===== src/rtl/phy_bridge_pkg.sv =====
package phy_bridge_pkg;

  typedef enum logic [1:0] {
    HSEL_NONE = 2'd0,
    HSEL_CMD  = 2'd1,
    HSEL_DATA = 2'd2
  } hsel_e;

  // Build the command-register read word: offset, direction flag, busy.
  function automatic logic [31:0] pack_cmd(input logic [31:0] off,
                                           input logic wr,
                                           input logic busy,
                                           input int unsigned aw);
    logic [31:0] m;
    m = (32'd1 << aw) - 32'd1;
    return (off & m) | (32'(wr) << aw) | (32'(busy) << (aw + 1));
  endfunction

  // Data-register read word: only the PHY byte, upper bits zero.
  function automatic logic [31:0] pack_data(input logic [31:0] d,
                                            input int unsigned dw);
    return d & ((32'd1 << dw) - 32'd1);
  endfunction

endpackage


===== src/rtl/bridge_decode.sv =====
module bridge_decode #(
  parameter int unsigned          HOST_AW  = 12,
  parameter logic [HOST_AW-1:0]   CMD_ADR  = 12'h300,
  parameter logic [HOST_AW-1:0]   DATA_ADR = 12'h304
) (
  input  logic               h_sel,
  input  logic               h_wr,
  input  logic [HOST_AW-1:0] h_addr,
  output phy_bridge_pkg::hsel_e rsel,
  output logic               cmd_we,
  output logic               data_we
);
  import phy_bridge_pkg::*;

  always_comb begin
    rsel = HSEL_NONE;
    if (h_addr == CMD_ADR)       rsel = HSEL_CMD;
    else if (h_addr == DATA_ADR) rsel = HSEL_DATA;
  end

  assign cmd_we  = h_sel && h_wr && (rsel == HSEL_CMD);
  assign data_we = h_sel && h_wr && (rsel == HSEL_DATA);
endmodule


===== src/rtl/bridge_xfer.sv =====
module bridge_xfer #(
  parameter int unsigned PHY_AW = 8
) (
  input  logic              clk,
  input  logic              rst_n,
  input  logic              cmd_we,
  input  logic [PHY_AW-1:0] cmd_off,
  input  logic              cmd_wr,
  input  logic              p_ack,
  output logic              busy,
  output logic [PHY_AW-1:0] off_q,
  output logic              wr_q,
  output logic              accept,
  output logic              done
);
  assign accept = cmd_we && !busy;
  assign done   = busy && p_ack;

  always_ff @(posedge clk) begin
    if (!rst_n) begin
      busy  <= 1'b0;
      off_q <= '0;
      wr_q  <= 1'b0;
    end else if (accept) begin
      busy  <= 1'b1;
      off_q <= cmd_off;
      wr_q  <= cmd_wr;
    end else if (done) begin
      busy  <= 1'b0;
    end
  end
endmodule


===== src/rtl/bridge_datareg.sv =====
module bridge_datareg #(
  parameter int unsigned PHY_DW = 8
) (
  input  logic              clk,
  input  logic              rst_n,
  input  logic              host_we,
  input  logic [PHY_DW-1:0] host_byte,
  input  logic              busy,
  input  logic              cap_en,
  input  logic [PHY_DW-1:0] cap_byte,
  output logic [PHY_DW-1:0] q
);
  always_ff @(posedge clk) begin
    if (!rst_n)                q <= '0;
    else if (cap_en)           q <= cap_byte;
    else if (host_we && !busy) q <= host_byte;
  end
endmodule


===== src/rtl/phy_reg_bridge.sv =====
module phy_reg_bridge #(
  parameter int unsigned        HOST_AW  = 12,
  parameter int unsigned        HOST_DW  = 16,
  parameter int unsigned        PHY_AW   = 8,
  parameter int unsigned        PHY_DW   = 8,
  parameter logic [HOST_AW-1:0] CMD_ADR  = 12'h300,
  parameter logic [HOST_AW-1:0] DATA_ADR = 12'h304
) (
  input  logic               clk,
  input  logic               rst_n,
  input  logic               h_sel,
  input  logic               h_wr,
  input  logic [HOST_AW-1:0] h_addr,
  input  logic [HOST_DW-1:0] h_wdata,
  output logic [HOST_DW-1:0] h_rdata,
  output logic               p_req,
  output logic               p_we,
  output logic [PHY_AW-1:0]  p_addr,
  output logic [PHY_DW-1:0]  p_wdata,
  input  logic [PHY_DW-1:0]  p_rdata,
  input  logic               p_ack
);
  import phy_bridge_pkg::*;

  localparam int unsigned WR_POS = PHY_AW;

  hsel_e             rsel;
  logic              cmd_we, data_we;
  logic              busy, wr_q, accept, done, cap_en;
  logic [PHY_AW-1:0] off_q;
  logic [PHY_DW-1:0] data_q;
  logic [31:0]       cmd_word, data_word;

  bridge_decode #(.HOST_AW(HOST_AW), .CMD_ADR(CMD_ADR), .DATA_ADR(DATA_ADR)) u_dec (
    .h_sel(h_sel), .h_wr(h_wr), .h_addr(h_addr),
    .rsel(rsel), .cmd_we(cmd_we), .data_we(data_we)
  );

  bridge_xfer #(.PHY_AW(PHY_AW)) u_xfer (
    .clk(clk), .rst_n(rst_n), .cmd_we(cmd_we),
    .cmd_off(h_wdata[PHY_AW-1:0]), .cmd_wr(h_wdata[WR_POS]),
    .p_ack(p_ack), .busy(busy), .off_q(off_q), .wr_q(wr_q),
    .accept(accept), .done(done)
  );

  assign cap_en = done && !wr_q;

  bridge_datareg #(.PHY_DW(PHY_DW)) u_data (
    .clk(clk), .rst_n(rst_n), .host_we(data_we),
    .host_byte(h_wdata[PHY_DW-1:0]), .busy(busy),
    .cap_en(cap_en), .cap_byte(p_rdata), .q(data_q)
  );

  assign cmd_word  = pack_cmd(32'(off_q), wr_q, busy, PHY_AW);
  assign data_word = pack_data(32'(data_q), PHY_DW);

  always_comb begin
    h_rdata = '0;
    if (h_sel && !h_wr) begin
      case (rsel)
        HSEL_CMD:  h_rdata = cmd_word[HOST_DW-1:0];
        HSEL_DATA: h_rdata = data_word[HOST_DW-1:0];
        default:   h_rdata = '0;
      endcase
    end
  end

  assign p_req   = busy;
  assign p_we    = busy && wr_q;
  assign p_addr  = off_q;
  assign p_wdata = data_q;
endmodule


===== config.mk =====
export PLATFORM = sky130hd
export DESIGN_NAME = phy_reg_bridge
export DESIGN_NICKNAME = d
export VERILOG_FILES = /design/src/rtl/phy_bridge_pkg.sv /design/src/rtl/bridge_decode.sv /design/src/rtl/bridge_xfer.sv /design/src/rtl/bridge_datareg.sv /design/src/rtl/phy_reg_bridge.sv
export SDC_FILE = /design/constraint.sdc
export NUM_CORES = 1
export LEC_CHECK = 0
export BUFFER_PORTS_ARGS = -buffer_cell sky130_fd_sc_hd__buf_2
export CAP_MARGIN = 25
export CORE_MARGIN = 1
export CORE_UTILIZATION = 40
export CTS_CLUSTER_SIZE = 24
export DETAILED_ROUTE_END_ITERATION = 8
export PLACE_DENSITY = 0.77
export SLEW_MARGIN = 20
export SYNTH_ARGS = -nofsm -noshare
export SYNTH_HDL_FRONTEND = slang
export SYNTH_SLANG_ARGS = --single-unit

===== constraint.sdc =====
create_clock -name clk -period 1.9 [get_ports clk]
set_input_delay 0.095 -clock clk [delete_from_list [all_inputs] [get_ports clk]]
set_output_delay 0.095 -clock clk [all_outputs]
set_load 0.01 [all_outputs]

==> results.yml, run 1 <==
place:
  gp_congestion: 0.702
  dpl.hpwl_um: 2130
  placed_cells: 198
  dpl-instance-area_sq_um: 1360
  portBuffers: 61
clock_network:
  postCtsHoldBufs: 0
  cts.sinks: 18
  insertion_delay_ns: 0.29
  cts_resized: 0
  htree_levels: 1
  cts_buffers: 3
  cts.clk_slew.worst_paths_ns: 0.11
  root_buffer: "clkbuf_4"
  cts_tree: "done"
  clock_path_buffers: 2
  cts_setup_buffers: 0
floorplan:
  pin_count: 75
  start_util: 0.423
  die_w_um: 52.9
  core-area_sq_um: 2450
  fp.dieH_um: 52.9
  row_count: 18
  die-area_sq_um: 2800
global_route:
  globalRoute.totalOverflow: 0
  grt_max_degree: 19
  grt_pass1_wl_um: 4160
  grt_usage: 0.207
  antenna_found_initial: 0
  grt_pass1_vias: 931
finish:
  fin_cells: 202
  syn_to_final_growth_pct: 34.4
  final_nets: 214
  num_antenna_cells: 0
  drive_gt1_frac: 0.436
  fin_area_sq_um: 1390
timing:
  clock_skew_ns: 0.00185
  rsz0062_at_grt: "no"
  drv_slew: 0
  period_share: 0.881
  min_period_ns: 1.67
  hold_viol_final: 0
  setup_violations: 0
  finalSetupTns_ns: 0
  holdWs_ns: 0.0544
  worstMarginPinSlew_ns: 0.569
  max_freq_mhz: 597
  slew_headroom: 0.620
logic_synthesis:
  synth_area_per_cell_sq_um: 9.60
  yosysWarnings: 0
  synthesis.area_sq_um: 1040
  synthCells: 108
  yosysSeqAreaShare: 0.347
  synth.distinct_cells: 26
  ys_seq_elements: 18
power_and_ir_drop:
  p_leak_nw: 0.871
  ir_drop_uv: 505
  power.total_mw: 0.686
  cellPowerDensity_nw_per_um2: 492
route:
  dr_wl_met2_um: 1380
  wl_met1_um: 1170
  dr.max_layer_used: "met4"
  wl_met3_um: 231
  dr_total_vias: 1068
  drc: 0
  vias_per_cell: 5.29
  drtIter0Drc: 18
  routedWlPerCell_um: 13.8
  first_pass_iters: 5
  ant_nets: 0
  wirelength_um: 2790
worst_setup_path:
  end_kind: "output pin"
  cp.arrival_ns: 1.58
  crit_path_start_kind: "input port"
  rr_worst_depth: 5
  crit_required_ns: 1.80
  path_class: "in2out"
  critPathMaxFanout: 8
status:
  status: "finished clean"
hold_path:
  holdPathStages: 3
  hold_class: "in2reg"
flow_run:
  cap_violations: 0
cells in the mapped netlist:
cell type	number	area, sq um
a21boi_0	1	7.51
a22oi_1	8	60.1
and2_1	1	6.26
and3_1	2	12.5
buf_1	1	3.75
buf_4	6	45.0
buf_6	2	22.5
clkbuf_1	2	7.51
conb_1	1	3.75
dfxtp_1	18	360
mux2i_1	17	170
nand2_1	1	3.75
nand2b_1	2	12.5
nand3b_1	2	15.0
nand4bb_1	1	11.3
nor2_1	9	33.8
nor2b_1	10	62.6
nor3_1	1	5.00
nor3_2	1	10.0
nor4_4	1	21.3
o211a_1	8	80.1
o21ai_0	8	40.0
or2_2	1	6.26
or4_1	2	15.0
or4_4	1	11.3
or4b_2	1	10.0
stage by stage:
step,util,setup slack (ns)
2_1_floorplan,-,0.186
3_3_place_gp,0.553,0.0814
3_5_place_dp,0.553,0.0337
4_1_cts,0.568,0.219
5_1_grt,0.568,0.113
6_report,0.568,0.226
power breakdown:
part           total [mW]  switching, mW  leakage [nW]  internal (mW)
combinational      0.0697         0.0336         0.705         0.0361
clock               0.239          0.122        0.0210          0.117
sequential          0.377      0.0000300         0.145          0.377
cell type report:
type                       instances  area [sq um]
timing repair buffer              66           343
multi-input combinational         84           617
fill                             228          1060
tap                               30          37.5
clock buffer                       4          36.3
sequential                        18           360
critical path: stages:
cell and delay [ns]:
buf_2 0.10, or4b_2 0.72, nor3_1 0.16, buf_4 0.19, a22oi_1 0.07, nor2_1 0.10, buf_2 0.14
cells in the final DEF, fill, tap and decap left out, drive strengths merged:
cell type,count
clkbuf,4
buf,66
dfxtp,18
or4,3
a22oi,8
and3,2
nor2b,10
conb,6
a21boi,1
and2,1
nand2,1
nor2,9
nor4,1
or4b,1
o21ai,8
mux2i,17
o211a,8
nand2b,2
nor3,2
nand4bb,1
or2,1
nand3b,2
state kept, by name, summed over array words and instances, names as in the netlist:
register,flops
u_data.q,8
u_xfer.off_q,8
u_xfer.busy,1
u_xfer.wr_q,1
metal layers:
metal,global-route usage,vias up
li1,-,511
met4,0.0921,0
met1,0.261,498
met5,0,-
met3,0.0201,2
met2,0.352,57
cells by family (layout without fill, tap and decap cells):
group | count (synthesis) | after routing | share of synthesized area
and+or+nand+nor | 36 | 36 | 0.228
DFF | 18 | 18 | 0.347
buffers and inverters | 11 | 70 | 0.0760
AOI/OAI and AO/OA | 25 | 25 | 0.181
muxes | 17 | 17 | 0.164
other | 1 | 6 | 0.00362
worst paths after layout:
path	from	to	slack (ns)
max	h_addr[1]	h_rdata[0]	0.23
min	h_wdata[8]	u_xfer.wr_q	0.05
max reg2reg	u_xfer.busy	u_xfer.off_q[5]	0.30
min reg2reg	u_data.q[0]	u_data.q[0]	0.54
No activity file was read; power rests on OpenSTA's default activity.
==> run 2, diff against run 1 <==
Clock period 1.9 ns to 2 ns, I/O delays scaled along.
==> run 2 against run 1 <==
- final cell count decreased by 0.50%
- routed wire length decreased by 0.93%
- sequential share of layout area increased by 0.14 points
- count of clock-buffer cells in the layout unchanged
- critical path depth unchanged
- flip-flop and latch count unchanged
- clock power decreased by 6%
- global-route usage increased by 0.46 points
- design area decreased by 0.54%
- sequential power decreased by 5%
- non-clock buffer count decreased by 1
- power decreased by 5.6%
- critical endpoint is now h_rdata[5]
- largest power group unchanged
==> results.yml, run 2 (same netlist as run 1, synthesis figures left out) <==
status:
  status: "finished clean"
route:
  routedWlPerCell_um: 13.8
  dr.max_layer_used: "met4"
  dr_wl_met2_um: 1400
  wl_met3_um: 286
  wirelength_um: 2770
  wl_met1_um: 1060
  first_pass_iters: 4
  dr_total_vias: 1068
  ant_nets: 0
  drtIter0Drc: 34
  vias_per_cell: 5.31
  drc: 0
finish:
  final_cell_mix: "buf_2 (61), dfxtp_1 (18), mux2i_1 (17)"
  num_antenna_cells: 0
  fin_area_sq_um: 1390
  final_nets: 213
  top_regs: "u_data.q x8, u_xfer.off_q x8"
  syn_to_final_growth_pct: 33.7
  drive_gt1_frac: 0.433
  final_common_cell: "buf_2"
global_route:
  globalRoute.totalOverflow: 0
  grt_pass1_vias: 991
  grt_max_degree: 19
  grt_pass1_wl_um: 4280
  antenna_found_initial: 0
  grt_usage: 0.212
hold_path:
  hold_class: "in2reg"
  holdPathStages: 3
worst_setup_path:
  crit_path_frequent_cell: "buf_2"
  crit_required_ns: 1.90
  crit_path_start_kind: "input port"
  path_class: "in2out"
  crit_chain: "buf_2 > or4b_2 > nor3_1 > buf_4 > a22oi_1 > nor2_1 > buf_2"
  rr_worst_depth: 5
  worstReg2RegStart: "u_xfer.busy"
  critPathMaxFanout: 8
  r2r_slack_ns: 0.44
  slowest_delay_ns: 0.73
  end_kind: "output pin"
  cp_slowest_cell: "or4b_2"
  crit_start: "h_addr[1]"
  cp.arrival_ns: 1.62
  critPathCapture: "h_rdata[5]"
  reg2reg_to: "u_xfer.off_q[1]"
timing:
  hold_viol_final: 0
  finalSetupTns_ns: 0
  period_share: 0.861
  rsz0062_at_grt: "no"
  clock_skew_ns: 0.00708
  worstMarginPinSlew_ns: 0.569
  max_freq_mhz: 581
  min_period_ns: 1.72
  slew_headroom: 0.619
  setup_violations: 0
  drv_slew: 0
power_and_ir_drop:
  swShare: 0.224
  switchingPower_mw: 0.145
  p_leak_nw: 0.866
  pwr-share-comb: 0.101
  ir_drop_uv: 402
  power.internal_mw: 0.503
  p_clk_frac: 0.345
  p_seq_frac: 0.553
  cellPowerDensity_nw_per_um2: 467
floorplan:
  row_count: 18
  start_util: 0.423
  die_w_um: 52.9
  pin_count: 75
  die-area_sq_um: 2800
  core-area_sq_um: 2450
  fp.dieH_um: 52.9
clock_network:
  cts.sinks: 18
  postCtsHoldBufs: 0
  htree_levels: 1
  cts_tree: "done"
  root_buffer: "clkbuf_4"
  cts_setup_buffers: 0
  cts_buffers: 3
  clock_path_buffers: 2
  insertion_delay_ns: 0.29
  cts_resized: 0
  cts.clk_slew.worst_paths_ns: 0.11
flow_run:
  cap_violations: 0
place:
  dpl.hpwl_um: 2120
  gp_congestion: 0.702
  dpl-instance-area_sq_um: 1350
  portBuffers: 61
run 2: cell types whose count changed in the layout (fill, tap and decap cells not counted):
cell / delta
buf_4: -1
run 2: power by group through the flow:
stage	sequential, mW	clock, mW	combinational [mW]
finish	0.358	0.224	0.0656
CTS	0.358	0.228	0.0656
detailed placement	0.367	0	0.0653
global placement	0.367	0	0.0630
global route	0.358	0.247	0.0721
floorplan	0.367	0	0.0340
run 2: worst min path at each step:
stage	endpoint	start	slack, ns
2_1_floorplan	u_xfer.off_q[0]	rst_n	0.23
6_report	u_xfer.off_q[5]	h_wdata[5]	0.07
3_5_place_dp	u_xfer.wr_q	h_wdata[8]	0.38
3_3_place_gp	u_xfer.wr_q	h_wdata[8]	0.36
4_1_cts	u_xfer.off_q[5]	h_wdata[5]	0.07
5_1_grt	u_xfer.wr_q	h_wdata[8]	0.07
run 2: area by class of cell:
type                    instances  area [sq um]
fillers                       223          1070
multi-input cells              84           617
flip-flops and latches         18           360
repair buffers                 65           335
well taps                      30          37.5
clock buffers                   4          36.3
run 2: worst max-delay path: cells and delay by family:
family	cells	cell delay [ns]
AOI/OAI and AO/OA	1	0.07
and+or+nand+nor	3	1.01
buffers and inverters	3	0.44
run 2: routing by layer:
layer / global-route usage / vias up
met3: 0.0489 / 4
met1: 0.254 / 493
met4: 0.0746 / 0
li1: - / 510
met5: 0 / -
met2: 0.365 / 61
run 2: metrics by stage:
| stage | hold slack, ns | total power, mW | util | instances | setup slack, ns |
|---|---|---|---|---|---|
| global placement | 0.358 | 0.430 | 0.550 | 197 | 0.179 |
| finish | 0.0712 | 0.648 | 0.565 | 201 | 0.277 |
| floorplan | 0.228 | 0.401 | - | 113 | 0.276 |
| detailed placement | 0.380 | 0.432 | 0.550 | 197 | 0.140 |
| CTS | 0.0673 | 0.652 | 0.565 | 201 | 0.279 |
| global route | 0.0732 | 0.677 | 0.565 | 201 | 0.181 |
==> run 3, diff against run 2 <==
Settings changed: PLACE_DENSITY 0.77 to 0.81, SYNTH_HIERARCHICAL set to 1.
==> run 3 against run 2 <==
- the flow now finishes with violations (setup timing)
- first-iteration DRC count fell by 62%
- clock skew fell by 0.0028 ns
- global-route usage fell by 0.69 points
- critical endpoint is now h_rdata[1]
- highest routed layer unchanged
==> results.yml, run 3 <==
worst_setup_path:
  critPathMaxFanout: 8
  path_class: "in2out"
  crit_required_ns: 1.90
  crit_path_start_kind: "input port"
  rr_worst_depth: 5
  cp.arrival_ns: 2.00
  end_kind: "output pin"
global_route:
  grt_pass1_vias: 979
  globalRoute.totalOverflow: 0
  antenna_found_initial: 0
  grt_pass1_wl_um: 4260
  grt_usage: 0.205
  grt_max_degree: 28
place:
  dpl_worst_slack_ns: -0.272
  dpl-instance-area_sq_um: 1420
  portBuffers: 61
  dpl.hpwl_um: 2030
  gp_congestion: 0.705
  placed_cells: 214
logic_synthesis:
  synth_fa_ha_area_frac: 0.0227
  synth_compound_area_frac: 0.134
  yosys.area_share.simple: 0.237
  yosysMostFrequentCell: "nand2_1"
  synth_xor_area_frac: 0
  ys_seq_elements: 18
  yosys-top-cells-count: "nand2_1 (19), dfxtp_1 (18), mux2i_1 (17)"
  synth_top_family_by_area: "simple AND/OR/NAND/NOR gates"
  yosysSeqAreaShare: 0.327
  synthCells: 125
  synth-async-reset-ratio: 0
  synth_top_area_frac: 0.327
  yosysTopAreaCell: "dfxtp_1"
  synth.distinct_cells: 31
  synth_area_per_cell_sq_um: 8.82
  synthTopCellsByArea: "dfxtp_1 (33%), mux2i_1 (15%), nand2_1 (6.5%)"
  synthMuxAreaShare: 0.154
  synth_flop_cell: "dfxtp_1"
  yosysWarnings: 6
  synthesis.area_sq_um: 1100
  synth_edf_count: 0
finish:
  final_cell_mix: "buf_2 (58), nand2_1 (19), dfxtp_1 (18)"
  final_common_cell: "buf_2"
  fin_area_sq_um: 1520
  top_regs: "u_data/q x8, u_xfer/off_q x8"
  fin_cells: 218
  final_nets: 232
  drive_gt1_frac: 0.479
  num_antenna_cells: 0
  syn_to_final_growth_pct: 37.6
  final_util: 0.596
timing:
  drv_slew: 0
  max_freq_mhz: 477
  rsz0062_at_grt: "yes"
  setup_violations: 8
  hold_viol_final: 0
  finalSetupTns_ns: -0.695
  period_share: 1.05
  min_period_ns: 2.10
  fin_ws_ns: -0.0964
  clock_skew_ns: 0.00429
  holdWs_ns: 0.0449
power_and_ir_drop:
  p_leak_nw: 0.676
  cellPowerDensity_nw_per_um2: 432
  ir_drop_uv: 443
  power.total_mw: 0.655
route:
  drtIter0Drc: 13
  first_pass_iters: 4
  drc: 0
  dr_total_vias: 1105
  wirelength_um: 2740
  routedWlPerCell_um: 12.6
  ant_nets: 0
  vias_per_cell: 5.07
floorplan:
  pin_count: 75
  core-area_sq_um: 2540
  die-area_sq_um: 2970
  fp.dieH_um: 54.5
  die_w_um: 54.5
  row_count: 18
  start_util: 0.433
clock_network:
  htree_levels: 1
  cts.clk_slew.worst_paths_ns: 0.10
  postCtsHoldBufs: 0
  root_buffer: "clkbuf_4"
  clock_path_buffers: 2
  cts_tree: "done"
  cts.sinks: 18
  insertion_delay_ns: 0.29
  cts_buffers: 3
status:
  status: "finished, violations left"
  violations: "setup timing"
hold_path:
  hold_class: "in2reg"
  holdPathStages: 3
flow_run:
  cap_violations: 0
run 3: cell count changes in the layout (fill, tap and decap cells not counted), sizes merged, moves of 2 or more:
cell,delta
nand2b,-2
nor2b,-6
o211a,-8
or4,-2
buf,+3
nand2,+18
inv,+3
ha,+2
nand3b,-2
a21oi,+8
run 3: logic make-up after synthesis:
logic type                 count (synthesis)
DFF                                       18
buffers and inverters                     17
and+or+nand+nor                           45
adders and majority gates                  2
muxes                                     17
other                                      1
AOI/OAI and AO/OA                         25
run 3: final timing paths:
| kind | endpoint | slack (ns) | startpoint |
|---|---|---|---|
| worst max-delay path | h_rdata[1] | -0.1 | h_addr[5] |
| worst min-delay path | u_xfer/wr_q | 0.04 | h_wdata[8] |
| worst min register to register | u_xfer/off_q[5] | 0.48 | u_xfer/off_q[5] |
| worst max register to register | u_data/q[1] | 0.55 | u_xfer/busy |
run 3: routing by layer:
| layer | vias to the layer above | global-route usage | share of wire |
|---|---|---|---|
| met3 | 2 | 0.0444 | 0.11 |
| met5 | - | 0 | 0 |
| li1 | 554 | - | - |
| met4 | 0 | 0.0897 | 0.0066 |
| met1 | 493 | 0.244 | 0.44 |
| met2 | 56 | 0.350 | 0.44 |
run 3: what timing repair did:
action,in CTS,in global routing
resized for setup,11,3
setup endpoints to repair,8,8
pin swaps,11,3
setup buffers,0,0
run 3: report_power, final:
group	internal (mW)	switching (mW)
Combinational	0.0376	0.0340
Sequential	0.358	0.0000218
Clock	0.111	0.115
Total	0.507	0.149
run 3: final cells by class:
| type | count | area, sq um |
|---|---|---|
| clock buffers | 4 | 36.3 |
| multi-input cells | 95 | 669 |
| well taps | 30 | 37.5 |
| fillers | 263 | 1030 |
| repair buffers | 68 | 402 |
| flip-flops and latches | 18 | 360 |
| inverters | 3 | 11.3 |
run 3: critical path, stage by stage:
cell and delay (ns):
buf_6 0.09, or4_4 0.56, nor3_4 0.21, inv_1 0.06, ha_1 0.27, or3b_4 0.46
nor2_1 0.12, buf_2 0.14
